`src/rtl/pidle_pkg.sv`:
```
package pidle_pkg;

    localparam int CODE_W = 3;
    localparam int STEP_N = 6;

    // step indices, entry order
    localparam int STP_RATIO = 0;
    localparam int STP_VID   = 1;
    localparam int STP_CLK   = 2;
    localparam int STP_PLL   = 3;
    localparam int STP_SREF  = 4;
    localparam int STP_CACHE = 5;

    typedef logic [CODE_W-1:0] code_t;
    typedef logic [STEP_N-1:0] step_vec_t;

    typedef enum logic [CODE_W-1:0] {
        PS_C0  = 3'd0,
        PS_C1E = 3'd1,
        PS_C3  = 3'd3,
        PS_C6  = 3'd6
    } pstate_e;

    function automatic pstate_e quantize(code_t c);
        if (c >= 3'd6)      return PS_C6;
        else if (c >= 3'd3) return PS_C3;
        else if (c >= 3'd1) return PS_C1E;
        else                return PS_C0;
    endfunction

    function automatic code_t code_min(code_t a, code_t b);
        return (a < b) ? a : b;
    endfunction

    // contiguous run of steps from the ratio step upward
    function automatic step_vec_t run_of(int n);
        step_vec_t v;
        v = '0;
        for (int i = 0; i < STEP_N; i++) begin
            if (i < n) v[i] = 1'b1;
        end
        return v;
    endfunction

    function automatic step_vec_t steps_for(pstate_e s, logic l1);
        case (s)
            PS_C1E:  return run_of(STP_CLK);
            PS_C3:   return l1 ? run_of(STP_CACHE) : run_of(STP_CLK);
            PS_C6:   return l1 ? run_of(STEP_N)    : run_of(STP_CLK);
            default: return '0;
        endcase
    endfunction

    function automatic logic is_run(step_vec_t v);
        step_vec_t nxt;
        nxt = v + step_vec_t'(1);
        return (v & nxt) == '0;
    endfunction

    function automatic step_vec_t grow(step_vec_t v);
        return (v << 1) | step_vec_t'(1);
    endfunction

    function automatic step_vec_t shrink(step_vec_t v);
        return v >> 1;
    endfunction

endpackage

```
`src/rtl/pidle_resolve.sv`:
```
module pidle_resolve
    import pidle_pkg::*;
#(
    parameter int NUM_CORES = 4
) (
    input  logic                        clk,
    input  logic                        rst,
    input  logic [NUM_CORES*CODE_W-1:0] core_codes,
    input  code_t                       permit,
    input  code_t                       cap,
    input  logic                        l1_grant,
    output step_vec_t                   want
);

    code_t   shallow;
    code_t   limit;
    pstate_e tgt_d;
    pstate_e tgt_q;
    step_vec_t want_q;

    always_comb begin
        shallow = '1;
        for (int i = 0; i < NUM_CORES; i++) begin
            shallow = code_min(shallow, core_codes[i*CODE_W +: CODE_W]);
        end
        limit = code_min(code_min(shallow, permit), cap);
        tgt_d = quantize(limit);
    end

    always_ff @(posedge clk) begin
        if (rst) begin
            tgt_q  <= PS_C0;
            want_q <= '0;
        end else begin
            tgt_q  <= tgt_d;
            want_q <= steps_for(tgt_d, l1_grant);
        end
    end

    assign want = want_q;

    AST_CAP_LIMIT: assert property (@(posedge clk) disable iff (rst)
        code_t'(tgt_q) <= $past(cap)) else $error("cap exceeded");
    AST_CACHE_ONLY_C6: assert property (@(posedge clk) disable iff (rst)
        want_q[STP_CACHE] |-> (tgt_q == PS_C6) && want_q[STP_SREF]) else $error("cache step outside C6");
    AST_WANT_RUN: assert property (@(posedge clk) disable iff (rst)
        is_run(want_q)) else $error("want not contiguous");

endmodule

```
`src/rtl/pidle_hs_chan.sv`:
```
module pidle_hs_chan (
    input  logic clk,
    input  logic rst,
    input  logic set_i,
    input  logic clr_i,
    input  logic ack_i,
    output logic req_o,
    output logic busy_o
);

    logic req_q;

    always_ff @(posedge clk) begin
        if (rst)        req_q <= 1'b0;
        else if (set_i) req_q <= 1'b1;
        else if (clr_i) req_q <= 1'b0;
    end

    assign req_o  = req_q;
    assign busy_o = req_q ^ ack_i;

    AST_REQ_HELD: assert property (@(posedge clk) disable iff (rst)
        (req_q && !ack_i) |=> req_q) else $error("request dropped early");
    AST_REL_HELD: assert property (@(posedge clk) disable iff (rst)
        (!req_q && ack_i) |=> !req_q) else $error("release reverted early");

endmodule

```
`src/rtl/pidle_step_seq.sv`:
```
module pidle_step_seq
    import pidle_pkg::*;
(
    input  logic      clk,
    input  logic      rst,
    input  step_vec_t want,
    input  step_vec_t req,
    input  step_vec_t ack,
    input  step_vec_t busy,
    output step_vec_t set_o,
    output step_vec_t clr_o
);

    logic any_busy;

    assign any_busy = |busy;

    always_comb begin
        set_o = '0;
        clr_o = '0;
        if (!any_busy) begin
            if (req > want)      clr_o = req ^ shrink(req);
            else if (want > req) set_o = req ^ grow(req);
        end
    end

    AST_ONE_PENDING: assert property (@(posedge clk) disable iff (rst)
        $countones(req ^ ack) <= 1) else $error("two steps pending");
    AST_RUN_SHAPE: assert property (@(posedge clk) disable iff (rst)
        is_run(req)) else $error("held steps not contiguous");

    for (genvar k = 1; k < STEP_N; k++) begin : g_entry_order
        AST_ENTRY_ORDER: assert property (@(posedge clk) disable iff (rst)
            $rose(req[k]) |-> ack[k-1]) else $error("entry out of order");
    end

    for (genvar k = 0; k < STEP_N-1; k++) begin : g_exit_order
        AST_EXIT_ORDER: assert property (@(posedge clk) disable iff (rst)
            $fell(req[k]) |-> !ack[k+1]) else $error("exit out of order");
    end

endmodule

```
`src/rtl/pidle_ctrl.sv`:
```
module pidle_ctrl
    import pidle_pkg::*;
#(
    parameter int NUM_CORES = 4
) (
    input  logic                   clk,
    input  logic                   rst,
    input  logic [NUM_CORES*3-1:0] core_state_i,
    input  logic [2:0]             sys_permit_i,
    input  logic                   link_l1_grant_i,
    input  logic [2:0]             cfg_cap_i,
    output logic                   ratio_low_req_o,
    input  logic                   ratio_low_ack_i,
    output logic                   vid_low_req_o,
    input  logic                   vid_low_ack_i,
    output logic                   clk_gate_req_o,
    input  logic                   clk_gate_ack_i,
    output logic                   pll_gate_req_o,
    input  logic                   pll_gate_ack_i,
    output logic                   mem_sref_req_o,
    input  logic                   mem_sref_ack_i,
    output logic                   cache_sleep_req_o,
    input  logic                   cache_sleep_ack_i
);

    step_vec_t want;
    step_vec_t req;
    step_vec_t ack;
    step_vec_t busy;
    step_vec_t set_v;
    step_vec_t clr_v;

    assign ack[STP_RATIO] = ratio_low_ack_i;
    assign ack[STP_VID]   = vid_low_ack_i;
    assign ack[STP_CLK]   = clk_gate_ack_i;
    assign ack[STP_PLL]   = pll_gate_ack_i;
    assign ack[STP_SREF]  = mem_sref_ack_i;
    assign ack[STP_CACHE] = cache_sleep_ack_i;

    pidle_resolve #(.NUM_CORES(NUM_CORES)) u_resolve (
        .clk        (clk),
        .rst        (rst),
        .core_codes (core_state_i),
        .permit     (sys_permit_i),
        .cap        (cfg_cap_i),
        .l1_grant   (link_l1_grant_i),
        .want       (want)
    );

    pidle_step_seq u_seq (
        .clk   (clk),
        .rst   (rst),
        .want  (want),
        .req   (req),
        .ack   (ack),
        .busy  (busy),
        .set_o (set_v),
        .clr_o (clr_v)
    );

    for (genvar s = 0; s < STEP_N; s++) begin : g_chan
        pidle_hs_chan u_chan (
            .clk    (clk),
            .rst    (rst),
            .set_i  (set_v[s]),
            .clr_i  (clr_v[s]),
            .ack_i  (ack[s]),
            .req_o  (req[s]),
            .busy_o (busy[s])
        );
    end

    assign ratio_low_req_o   = req[STP_RATIO];
    assign vid_low_req_o     = req[STP_VID];
    assign clk_gate_req_o    = req[STP_CLK];
    assign pll_gate_req_o    = req[STP_PLL];
    assign mem_sref_req_o    = req[STP_SREF];
    assign cache_sleep_req_o = req[STP_CACHE];

    AST_RESET_QUIET: assert property (@(posedge clk)
        rst |=> (req == '0)) else $error("requests active after reset");

endmodule

```
`config.mk`:
```
export PLATFORM = sky130hd
export DESIGN_NAME = pidle_ctrl
export DESIGN_NICKNAME = d
export VERILOG_FILES = /design/src/rtl/pidle_pkg.sv /design/src/rtl/pidle_resolve.sv /design/src/rtl/pidle_hs_chan.sv /design/src/rtl/pidle_step_seq.sv /design/src/rtl/pidle_ctrl.sv
export SDC_FILE = /design/constraint.sdc
export NUM_CORES = 1
export LEC_CHECK = 0
export BUFFER_PORTS_ARGS = -buffer_cell sky130_fd_sc_hd__buf_2
export CAP_MARGIN = 20
export CORE_MARGIN = 3
export CORE_UTILIZATION = 45
export CTS_CLUSTER_DIAMETER = 50
export DETAILED_ROUTE_END_ITERATION = 8
export GPL_ROUTABILITY_DRIVEN = 0
export PLACE_DENSITY = 0.74
export SETUP_SLACK_MARGIN = 0.5
export SYNTH_ARGS = -nofsm -noshare
export SYNTH_HDL_FRONTEND = slang
export SYNTH_SLANG_ARGS = --single-unit
export TNS_END_PERCENT = 30
```
`constraint.sdc`:
```
create_clock -name clk -period 8 [get_ports clk]
set_input_delay 0.4 -clock clk [delete_from_list [all_inputs] [get_ports clk]]
set_output_delay 0.4 -clock clk [all_outputs]
set_load 0.005 [all_outputs]
```
**Yosys cells after proc, flatten, opt, wreduce, memory -nomap -nowiden**

Index checks and enable logic that the tools add are counted.

- Output and inout port bits: 6
- Bits of input ports: 27
- Register bits: 12
- Logic and storage cells: 65

- Equal/unequal tests: 3
- Mux-type cells: 29
- Bitwise logic cells: 8
- Order comparisons: 11
- Reduce and logical (&&, ||, !) cells: 7

Operator list:

| operator | count |
|---|---|
| two-way mux 6 bit | 6 |
| two-way mux 3 bit | 8 |
| case mux 6 bit (3 select lines) | 1 |
| less-than comparator 3 bit | 5 |
| two-way mux 1 bit | 13 |
| greater-than comparator 6 bit | 2 |
| nonzero test 2 bit | 6 |
| OR reduction 6 bit | 1 |
| XOR 1 bit | 6 |
| XOR 6 x 5 -> 6 bit | 1 |
| XOR 6 bit | 1 |
| two-way mux 5 bit | 1 |
| equality test 3 x 1 -> 1 bit (second input constant) | 1 |
| equality test 3 x 2 -> 1 bit (second input constant) | 1 |
| equality test 3 bit (second input constant) | 1 |
| >= comparator 3 x 1 -> 1 bit (second input constant) | 1 |
| >= comparator 3 x 2 -> 1 bit (second input constant) | 1 |
| >= comparator 3 bit (second input constant) | 1 |
| less-than comparator 3 bit (first input constant) | 1 |

**Longest topological paths before layout**

- Depth after elaboration: 18
- Gate-level depth with buffers: 27
- Mapped depth without buffers: 27

**Cells and area by module**

Synthesis repeated with hierarchy kept, for this count alone.

- Cells, all modules: 173
- Area total of the unflattened synthesis: 1335.0 µm²

By module, submodules not included:

| module | sequential area each (µm²) | cells each | area an instance (µm²) | instances |
|---|---|---|---|---|
| pidle_resolve | 60.1 | 97 | 740.7 | 1 |
| pidle_step_seq | 0.0 | 46 | 309.0 | 1 |
| pidle_hs_chan | 20.0 | 5 | 47.5 | 6 |

**Worst setup path before layout**

No wires, ideal clock.

- Kind: input -> register
- From: input core_state_i[4]
- To: register u_resolve.want_q[4] (netlist: u_resolve.want[4])
- Arrival time: 5.535 ns
- Path buffers: 0
- Path slack: 2.361 ns
- Library setup time: 0.103 ns
- Data required time: 7.897 ns
- Cell stages on the path: 27
- Cells stage by stage: inv_1 -> ha_1 -> a21o_1 -> a21oi_1 -> mux2_2 -> ha_1 -> nor3_1 -> or2_4 -> a311o_1 -> o21a_1 -> ha_1 -> o41ai_1 -> a41oi_1 -> nor3_1 -> o221a_1 -> or2_2 -> ha_1 -> o21a_1 -> nor2_1 -> inv_1 -> o31a_1 -> o31a_2 -> ha_1 -> o21ai_0 -> a41oi_2 -> or2_1 -> a2111oi_2

- Longest elaborated chain between the ends: 16
- Elaborated cells between the ends (all ways): 20
- Those cells by class: 8 x order compare; 3 x eq/ne; 9 x mux

Ends and longest elaborated chain:

| item | line | source |
|---|---|---|
| start, declared | pidle_ctrl.sv:8 | `input logic [NUM_CORES*3-1:0] core_state_i,` |
| less-than comparator 3 bit | pidle_pkg.sv:32 | `return (a < b) ? a : b;` |
| two-way mux 3 bit * | pidle_pkg.sv:32 |  |
| less-than comparator 3 bit | pidle_pkg.sv:32 |  |
| two-way mux 3 bit * | pidle_pkg.sv:32 |  |
| less-than comparator 3 bit | pidle_pkg.sv:32 |  |
| two-way mux 3 bit * | pidle_pkg.sv:32 |  |
| less-than comparator 3 bit | pidle_pkg.sv:32 |  |
| two-way mux 3 bit * | pidle_pkg.sv:32 |  |
| less-than comparator 3 bit | pidle_pkg.sv:32 |  |
| two-way mux 3 bit * | pidle_pkg.sv:32 |  |
| >= comparator 3 x 1 -> 1 bit | pidle_pkg.sv:27 | `else if (c >= 3'd1) return PS_C1E;` |
| two-way mux 1 bit | pidle_pkg.sv:27 |  |
| two-way mux 3 bit | pidle_pkg.sv:26 | `else if (c >= 3'd3) return PS_C3;` |
| two-way mux 3 bit * | pidle_pkg.sv:25 | `if (c >= 3'd6) return PS_C6;` |
| equality test 3 bit, or another cell as far along | pidle_pkg.sv:46 | `case (s)` |
| case mux 6 bit (3 select lines) * | pidle_pkg.sv:46 |  |
| end signal, assigned | pidle_resolve.sv:36 | `want_q <= steps_for(tgt_d, l1_grant);` |
| end, declared | pidle_resolve.sv:19 | `step_vec_t want_q;` |

Every way passes the cells marked *; elsewhere a longest branch is shown, timed or not.
A chain may end at the register's enable or synchronous reset.

**Worst setup path after layout**

- From: input core_state_i[1]
- To: register u_resolve.want_q[4] (netlist: u_resolve.want[4])

- Longest elaborated chain between the ends: 18
- Elaborated cells between the ends (all ways): 22
- Those cells by class: 9 x order compare; 3 x eq/ne; 10 x mux

Ends and longest elaborated chain:

| item | line |
|---|---|
| less-than comparator 3 bit | pidle_pkg.sv:32 |
| two-way mux 3 bit * | pidle_pkg.sv:32 |
| less-than comparator 3 bit | pidle_pkg.sv:32 |
| two-way mux 3 bit * | pidle_pkg.sv:32 |
| less-than comparator 3 bit | pidle_pkg.sv:32 |
| two-way mux 3 bit * | pidle_pkg.sv:32 |
| less-than comparator 3 bit | pidle_pkg.sv:32 |
| two-way mux 3 bit * | pidle_pkg.sv:32 |
| [2 not listed] | - |
| less-than comparator 3 bit | pidle_pkg.sv:32 |
| two-way mux 3 bit * | pidle_pkg.sv:32 |
| >= comparator 3 x 1 -> 1 bit | pidle_pkg.sv:27 |
| two-way mux 1 bit | pidle_pkg.sv:27 |
| two-way mux 3 bit | pidle_pkg.sv:26 |
| two-way mux 3 bit * | pidle_pkg.sv:25 |
| equality test 3 bit, or another cell as far along | pidle_pkg.sv:46 |
| case mux 6 bit (3 select lines) * | pidle_pkg.sv:46 |

Marks and branches as above.

==> results.sh <==
export IMPL_criticalPathCategory="input pin to flip-flop"
export IMPL_min_path_type="input pin to flip-flop"
export IMPL_drive_above_1_share=0.2722
export IMPL_fin_setup_tns_ps=0
export IMPL_cp_max_fo=5
export IMPL_synth_net_count=191
export IMPL_yosys_top_cells_area="ha_1 (21%), dfxtp_1 (16%), inv_1 (7.5%)"
export IMPL_netlist_area_um2=1156
export IMPL_r2r_setup_slack_ps=5710
export IMPL_clk_pin_slew_ps=60
export IMPL_synth_edff_count=0
export IMPL_syn_avg_cell_area_um2=7.973
export IMPL_synth_top_area_share=0.2056
export IMPL_coreArea_um2=2318
export IMPL_die_w_um=56.69
export IMPL_timing_rr_end="g_chan[1].u_chan.req_o"
export IMPL_tightest_slew_ps=400.3
export IMPL_holdBufCountCts=0
export IMPL_nFillCells=212
export IMPL_cp_required_ps=8170
export IMPL_hold_viol=0
export IMPL_maxCapViolations=0
export IMPL_initial_core_util=0.4987
export IMPL_min_to="u_resolve.want[4]"
export IMPL_grt_pass1_vias=1116
export IMPL_synthFlopType="dfxtp_1"
export IMPL_antenna_found_initial=0
export IMPL_clockBufferDepth=2
export IMPL_first_pass_iters=4
export IMPL_ys_ff_latch=9
export IMPL_fin_crit_ps=5849
export IMPL_grt_total_usage=0.1706
export IMPL_postCtsSetupRepairBufs=0
export IMPL_nNetsFinal=227
export IMPL_clock_power_share=0.185
export IMPL_reg2reg_from="g_chan[3].u_chan.req_o"
export IMPL_timing_final_crit_share=0.7311
export IMPL_synth_cell_types=43
export IMPL_crit_arrival_ps=6020
export IMPL_maxSlewHeadroom=0.7321
export IMPL_cts_tree="yes"
export IMPL_numCtsBuffers=3
export IMPL_power_internal_mw=0.1165
export IMPL_die_y_um=56.69
export IMPL_drc_errors=0
export IMPL_synth_most_common_cell="inv_1"
export IMPL_drt_iter0_markers=26
export IMPL_end_kind="flip-flop"
export IMPL_vias_per_cell=5.466
export IMPL_status="finished clean"
export IMPL_area_growth_pct=18.94
export IMPL_place_area_um2=1348
export IMPL_n_antenna_cell=0
export IMPL_seq_power_share=0.249
export IMPL_cts_max_level=1
export IMPL_p_sw_frac=0.3939
export IMPL_die_area_um2=3213
export IMPL_grt_pass1_wl_mm=4.360
export IMPL_p_sw_mw=0.07570
export IMPL_grt_max_degree=10
export IMPL_final_cell_area_um2=1375
export IMPL_cts_repair_resized=0
export IMPL_num_io_pins=33
export IMPL_hpwl_mm=2.201
export IMPL_worstSkewPairLatency_ps=270
export IMPL_ant_nets=0
export IMPL_wl_per_cell_um=12.44
export IMPL_cts_sinks=9
export IMPL_portBuffers=32
export IMPL_core_rowCount=17
export IMPL_hold_depth=3
export IMPL_combinationalPowerShare=0.566
export IMPL_synth_top_area_cell="ha_1"
export IMPL_fin_worst_skew_ps=1.921
export IMPL_setup_viol=0
export IMPL_ys_seq_area_frac=0.1558
export IMPL_rsz0062_at_grt="no"
export IMPL_ys_async_sr_fraction=0
export IMPL_r2r_cells=8
export IMPL_synthTopCellsByCount="inv_1 (23), ha_1 (19), nor2_1 (13)"
export IMPL_clockRootBuffer="clkbuf_4"
export IMPL_grt_overflow_total=0
export IMPL_total_power_mw=0.1922
export IMPL_vdd_drop_max_mv=0.08358
export IMPL_p_leak_nw=0.7153
export IMPL_syn_inst=145
export IMPL_maxSlewViolCount=0
export IMPL_vias=1137
export IMPL_totalWireLength_mm=2.587
export IMPL_timing_fmax_mhz=171.0
export IMPL_min_delay_start="link_l1_grant_i"
export IMPL_cp_start_kind="input pin"
export IMPL_powerDensity_nw_per_um2=139.8
export IMPL_ys_warn_count=0
## cells by family (layout without fill, tap and decap cells)
kind of cell / after synthesis / in the layout / synth area share
AOI/OAI and AO/OA: 43 / 43 / 0.3085
xor gates and xnor gates: 6 / 6 / 0.04545
buffers and inverters: 24 / 59 / 0.07792
muxes: 1 / 1 / 0.009740
DFF: 9 / 9 / 0.1558
and+or+nand+nor: 43 / 43 / 0.1970
adders and majority gates: 19 / 19 / 0.2056
## worst max path at each step
| stage | cells after the start | startpoint | endpoint | slack (ps) |
|---|---|---|---|---|
| floorplan | 27 | core_state_i[4] | u_resolve.want[4] | 2360 |
| global placement | 27 | core_state_i[1] | u_resolve.want[4] | 2060 |
| detailed placement | 27 | core_state_i[1] | u_resolve.want[4] | 1920 |
| CTS | 27 | core_state_i[1] | u_resolve.want[4] | 2190 |
| global route | 28 | core_state_i[4] | u_resolve.want[4] | 1830 |
| finish | 27 | core_state_i[1] | u_resolve.want[4] | 2150 |
## registers in the layout, summed over array words and instances (netlist names)
name	flops
u_resolve.want	3
g_chan.u_chan.req_o	6
## metrics by stage
stage                     utilization  instances  worst slack [ps]  hold WS [ps]
after floorplan                     -        145              2361         507.3
after global placement         0.5812        204              2058         518.6
after detailed placement       0.5812        204              1923         536.8
after CTS                      0.5931        208              2187         374.4
after global routing           0.5931        208              1825         380.2
final                          0.5931        208              2151         388.7
## power groups by stage
| stage | Clock (mW) | Sequential, mW | Combinational (mW) |
|---|---|---|---|
| 6_report | 0.0356 | 0.0479 | 0.109 |
| 5_1_grt | 0.0395 | 0.0481 | 0.122 |
| 4_1_cts | 0.0374 | 0.0479 | 0.109 |
| 3_5_place_dp | 0 | 0.0489 | 0.108 |
| 3_3_place_gp | 0 | 0.0488 | 0.103 |
| 2_1_floorplan | 0 | 0.0486 | 0.0848 |
## final cells by class
cell class,count,area (um^2),area share
Multi-Input combinational cell,112,885.9,0.6442
Tap cell,28,35.03,0.02548
Sequential cell,9,180.2,0.1310
Timing Repair Buffer,32,160.2,0.1165
Clock inverter,1,5.005,0.003640
Clock buffer,3,22.52,0.01638
Inverter,23,86.33,0.06278
## layer usage
layer  vias up  global-route usage  wire (um)
met5         -                   0          0
met4         0             0.08136         23
met3         4             0.04138         83
met2        23              0.3102       1395
met1       515              0.1808       1085
li1        595                   -          -
## critical path: stages
cell and delay, ps:
buf_2 100, ha_1 300, a21o_1 160, a21oi_1 140, mux2_2 370, ha_1 280
nor3_1 60, or2_4 270, a311o_1 340, o21a_1 120, ha_1 290, o41ai_1 70
a41oi_1 200, nor3_1 90, o221a_1 250, or2_2 300, ha_1 270, o21a_1 180
nor2_1 130, inv_1 70, o31a_1 100, o31a_2 330, ha_1 280, o21ai_0 210
a41oi_2 110, or2_1 300, a2111oi_2 280
## cells in the final DEF, fill, tap and decap left out, types with 2 or more instances in the layout
cell type	n
nand2_1	6
nor3_1	7
ha_1	19
dfxtp_1	9
o21ai_0	4
inv_1	23
a21o_1	5
o21a_1	2
nand3b_1	3
a21oi_2	2
or2_2	2
nand2b_1	2
a21oi_1	9
o311ai_1	2
clkbuf_4	3
buf_2	32
xnor2_1	2
nor2_1	13
a211oi_1	5
a311o_1	2
xor2_1	4
No activity file was read; power rests on OpenSTA's default activity.
